$ cat config.mk
export PLATFORM = sky130hd
export DESIGN_NAME = pwm_gen
export DESIGN_NICKNAME = d
export VERILOG_FILES = /design/src/rtl/pwm_gen.sv
export SDC_FILE = /design/constraint.sdc
export NUM_CORES = 1
export LEC_CHECK = 0
export ABC_CLOCK_PERIOD_IN_PS = 2500
export BUFFER_PORTS_ARGS = -buffer_cell sky130_fd_sc_hd__buf_2
export CORE_MARGIN = 2
export CORE_UTILIZATION = 58
export CTS_BUF_LIST = sky130_fd_sc_hd__clkbuf_4 sky130_fd_sc_hd__clkbuf_8
export CTS_CLUSTER_DIAMETER = 80
export DETAILED_ROUTE_END_ITERATION = 7
export PLACE_DENSITY = 0.88
export SLEW_MARGIN = 20
export SYNTH_ARGS = -nofsm -noshare
export SYNTH_HDL_FRONTEND = slang
export SYNTH_SLANG_ARGS = --single-unit
$ cat constraint.sdc
create_clock -name clk -period 2.5 [get_ports clk]
set_clock_uncertainty 0.15 [all_clocks]
set_input_delay 0.125 -clock clk [delete_from_list [all_inputs] [get_ports clk]]
set_output_delay 0.125 -clock clk [all_outputs]
set_load 0.05 [all_outputs]
$ cat src/rtl/pwm_gen.sv
module pwm_gen #(
  parameter int W = 8
) (
  input  logic         clk,
  input  logic         rst_n,
  input  logic         duty_we,
  input  logic [W-1:0] duty_wdata,
  input  logic         period_we,
  input  logic [W-1:0] period_wdata,
  input  logic         cfg_we,
  input  logic [1:0]   cfg_div,
  input  logic         cfg_out_en,
  input  logic         restart,
  input  logic         flag_we,
  input  logic         flag_wdata,
  output logic         pwm_out,
  output logic         period_flag
);
  logic [W-1:0] duty_q, period_q, act_q, cnt_q;
  logic [1:0]   div_q;
  logic         en_q, flag_q;
  logic [2:0]   pre_q, mask;
  logic         tick, wrap;

  assign mask = (3'd1 << div_q) - 3'd1;
  assign tick = (pre_q & mask) == mask;
  assign wrap = tick && (cnt_q == period_q) && !restart;

  always_ff @(posedge clk or negedge rst_n) begin
    if (!rst_n) begin
      duty_q   <= '0;
      period_q <= '0;
      div_q    <= '0;
      en_q     <= 1'b0;
    end else begin
      if (duty_we)   duty_q   <= duty_wdata;
      if (period_we) period_q <= period_wdata;
      if (cfg_we) begin
        div_q <= cfg_div;
        en_q  <= cfg_out_en;
      end
    end
  end

  always_ff @(posedge clk or negedge rst_n) begin
    if (!rst_n) begin
      pre_q <= '0;
      cnt_q <= '0;
      act_q <= '0;
    end else begin
      pre_q <= restart ? 3'd0 : pre_q + 3'd1;
      if (restart || wrap) cnt_q <= '0;
      else if (tick)       cnt_q <= cnt_q + 1'b1;
      if (wrap) act_q <= duty_q;
    end
  end

  always_ff @(posedge clk or negedge rst_n) begin
    if (!rst_n)                     flag_q <= 1'b0;
    else if (wrap)                  flag_q <= 1'b1;
    else if (flag_we && !flag_wdata) flag_q <= 1'b0;
  end

  assign pwm_out     = en_q && (cnt_q < act_q);
  assign period_flag = flag_q;
endmodule


* Word-level counts from Yosys, hierarchy flattened
Index checks and enable logic that the tools add are counted.
Word-level totals: output and inout port bits 2, bits in registers 39, input port bits 27, word-level logic and storage cells 30
Operators by class: reduce and logical (&&, ||, !) cells 9, magnitude comparators 1, add/subtract/negate cells 3, shift operators 1, bitwise operators 1, muxes and demuxes 5, equality and inequality tests 2
Operators by type and width (number):
- two-way mux 8 bit | 2
- adder 8 x 1 -> 8 bit, second input constant | 1
- == test 8 bit | 1
- < comparator 8 bit | 1
- logical AND 1 bit | 4
- nonzero test 2 bit | 2
- adder 3 x 1 -> 3 bit, second input constant | 1
- bitwise AND 3 bit | 1
- == test 3 bit | 1
- two-way mux 3 bit | 1
- << shifter 1 x 2 -> 3 bit, first input constant | 1
- subtractor 3 x 1 -> 3 bit, second input constant | 1
- logical NOT 1 bit | 2
- two-way mux 1 bit | 2
- logical OR 1 bit | 1

* Logic depth before layout (Yosys ltp)
depth after elaboration 8, depth in mapped cells 6, mapped depth without buffers 6

* Least setup slack after synthesis
No wires, ideal clock.
kind reg-to-output, from reg cnt_q[1], to out pwm_out, data required time 2.225 ns, path buffers 0, arrival time 2.279 ns, cell stages (with the launch flop) 6, path slack -0.054 ns, cells stage by stage dfrtp_1 -> ha_1 -> a21o_1 -> a211oi_1 -> nor3_1 -> a211oi_1
Between the ends: cells in the longest elaborated chain, start to end 2
RTL lines:
- from (decl) | line 19 | logic [W-1:0] duty_q, period_q, act_q, cnt_q;
- from (signal assigned) | line 53 | else if (tick) cnt_q <= cnt_q + 1'b1;
- < comparator 8 bit | line 64 | assign pwm_out = en_q && (cnt_q < act_q);
- logical AND 1 bit | line 64
- to (decl) | line 16 | output logic pwm_out,
Every way passes these cells.

* Final worst setup path
Ends and elaborated chain as after synthesis.

==> results.yml <==
setup_path:
  path_delay_family: "compound AO/OA/AOI/OAI gates"
  crit_arrival_ns: 2.00
  critical_path_class: "reg -> out"
  worst-path-buf-inv: 1
  critPathMaxFanout: 5
  worstPathRequired_ns: 2.23
  slowest_delay_ns: 0.44
  critPathSlowestCell: "dfrtp_1"
  timing.critical_path.cells: "ha_1 -> a21o_1 -> a211oi_1 -> nor3_1 -> a211oi_2 -> buf_2"
  end_kind: "output port"
  startpoint_type: "flip-flop"
clock_network:
  clockBufferDepth: 2
  cts_setup_buffers: 0
  cts.sinks: 39
  clkTransAtPathRegs_ns: 0.11
  numCtsBuffers: 5
  tritoncts: "yes"
  clock_latency_ns: 0.35
  htreeDepth: 2
  cts_root_buf: "clkbuf_4"
sta:
  layout_min_cycle_time_ns: 2.27
  timing.hold.ws_ns: 0.0300
  hold_viol: 0
  worstMarginPinSlew_ns: 0.844
  fmax_mhz: 440
  min_period_over_period_pct: 90.9
  slew_headroom_pct: 43.7
  tns_ns: 0
  finalSetupViolations: 0
  timing.final.max_slew_violations: 0
  rsz0062_at_grt: "no"
power_and_ir_drop:
  p_per_area_nw_per_um2: 587
  vdd_drop_max_mv: 0.509
  p_leak_nw: 1.13
finish:
  layout-drive-gt1-share_pct: 33.7
  fin_nets: 237
  diodes: 0
  synthToLayoutAreaGrowth_pct: 30.0
synthesis:
  synthCells: 141
  seq_area_frac_synth_pct: 53.6
  ys_types: 23
  synth.top_cell.area_share_pct: 53.6
  syn_nets: 177
  synth_area_leaders: "dfrtp_1, mux2_2, ha_1, xor2_1, xnor2_1"
  synth_top_cell_by_area: "dfrtp_1"
  post_synth.cell_area_avg_sq_um: 12.9
  synthesis.area_sq_um: 1820
  synth_seq_cells: 39
  yosys_warnings: 0
routing:
  initialDrtViolationCount: 27
  detail-route-antenna-nets: 0
  via_per_inst: 5.13
  dr_total_vias: 1263
  wl_per_cell_microns: 14.7
  wl_microns: 3610
  dr.pass1.iters: 4
  remaining_drc_errors: 0
placed_design:
  dp_hpwl_microns: 2400
  port_buffers: 28
  gp_congestion: 0.830
global_route:
  grt_max_degree: 40
  grt.total_usage_pct: 23.1
  antenna_found_initial: 0
  grt_pass1_wl_microns: 5840
  grt_pass1_vias: 1330
  overflow: 0
floorplanning:
  core_area_sq_um: 3030
  die_w_microns: 60.0
  fp.dieH_microns: 60.0
  io_pins: 29
  die_area_sq_um: 3610
  initial_utilization_pct: 60.2
  num_rows: 20
flow_run:
  maxCapViolCount: 0
run_status:
  outcome: "completed"
worst_hold_path:
  min-delay-path-class: "in -> reg"
==> stage by stage <==
stage / power [mW] / util (%) / instance area, sq um / instances / setup WS (ns)
finish: 1.39 / 78.2 / 2370 / 246 / 0.228
global route: 1.45 / 78.2 / 2370 / 246 / 0.105
CTS: 1.40 / 78.2 / 2370 / 246 / 0.202
detailed placement: 0.928 / 66.8 / 2020 / 212 / 0.287
global placement: 0.911 / 66.8 / 2020 / 212 / 0.383
floorplan: 0.854 / - / 1830 / 141 / 0.427
==> worst reg2reg max path: stages (launching register included) <==
cell	delay (ns)
dfrtp_1	0.45
xor2_1	0.18
nor4_1	0.37
nand4_2	0.18
nor3_4	0.42
mux2_2	0.40
==> layout by cell type, fill, tap and decap left out, drive strengths merged, types with 2 or more instances in the layout <==
| cell | n |
|---|---|
| nand4 | 7 |
| clkbuf | 6 |
| nand2 | 4 |
| xor2 | 10 |
| nor2b | 2 |
| buf | 29 |
| a21o | 3 |
| nand2b | 3 |
| dfrtp | 39 |
| and3 | 2 |
| dlygate4sd3 | 26 |
| ha | 9 |
| a211oi | 2 |
| nor3 | 2 |
| inv | 7 |
| xnor2 | 6 |
| nor2 | 11 |
| mux2 | 27 |
==> worst paths after layout <==
check | startpoint | end | slack (ns) | cells after the start
min in group asynchronous | rst_n | act_q[4]$_DFFE_PN0P_ | 0.25 | 2
worst min register to register | period_flag$_DFFE_PN0P_ | period_flag$_DFFE_PN0P_ | 0.33 | 1
worst min-delay path | period_we | period_q[6]$_DFFE_PN0P_ | 0.03 | 2
max in group asynchronous | rst_n | period_q[7]$_DFFE_PN0P_ | 1.41 | 2
worst max register to register | cnt_q[6]$_DFFE_PN0P_ | act_q[7]$_DFFE_PN0P_ | 0.23 | 5
worst max-delay path | cnt_q[1]$_DFFE_PN0P_ | pwm_out | 0.23 | 6
==> kinds of logic (layout without fill, tap and decap cells) <==
group | count (synthesis) | count (layout) | synth area share, %
fa+ha+maj | 9 | 9 | 6.18
flops | 39 | 39 | 53.6
compound gates | 7 | 7 | 3.30
mux | 28 | 28 | 17.2
xor+xnor | 16 | 16 | 7.69
simple gates | 33 | 33 | 10.2
buf+inv | 9 | 70 | 1.85
==> cell type report <==
class / instances / area (sq um)
inverter: 7 / 26.3
clock buffer: 6 / 51.3
timing repair buffer: 55 / 408
multi-input combinational: 93 / 817
clock inverter: 2 / 35.0
fill: 174 / 659
sequential: 39 / 976
tap: 44 / 55.1
==> routing by layer <==
layer | vias to the layer above | wire [microns] | track usage [%]
li1 | 615 | - | -
met1 | 616 | 1490 | 25.4
met2 | 25 | 1950 | 41.6
met3 | 7 | 117 | 6.71
met4 | 0 | 62 | 8.57
met5 | - | 0 | 0
==> cell usage after synthesis <==
cell / count
xnor2_1: 6
nand2b_1: 3
o21bai_1: 1
nor3_1: 1
nand3b_1: 1
xor2_1: 10
ha_1: 9
nor2_1: 11
nand4_2: 1
clkbuf_1: 2
mux2_2: 27
dfrtp_1: 39
nor3_4: 1
nand2_1: 4
o221ai_2: 1
nand4_1: 6
a21o_1: 3
inv_1: 7
mux2i_1: 1
and3_1: 2
a211oi_1: 2
nor4_1: 1
nor2b_1: 2
==> power breakdown <==
group          total [mW]  switching [mW]  internal, mW
clock               0.439           0.202         0.236
sequential          0.720          0.0394         0.680
combinational       0.233           0.104         0.129
total                1.39           0.346          1.05
==> state kept, by name (all words and copies together) (netlist names) <==
name,count
pre_q,3
duty_q,8
period_flag,1
period_q,8
div_q,2
en_q,1
cnt_q,8
act_q,8
==> timing repair <==
item | 4_1_cts | 5_1_grt
hold endpoints to repair | 62 | 0
hold buffers | 26 | 0
gates resized for setup | 0 | 0
No activity file was read; power rests on OpenSTA's default activity.
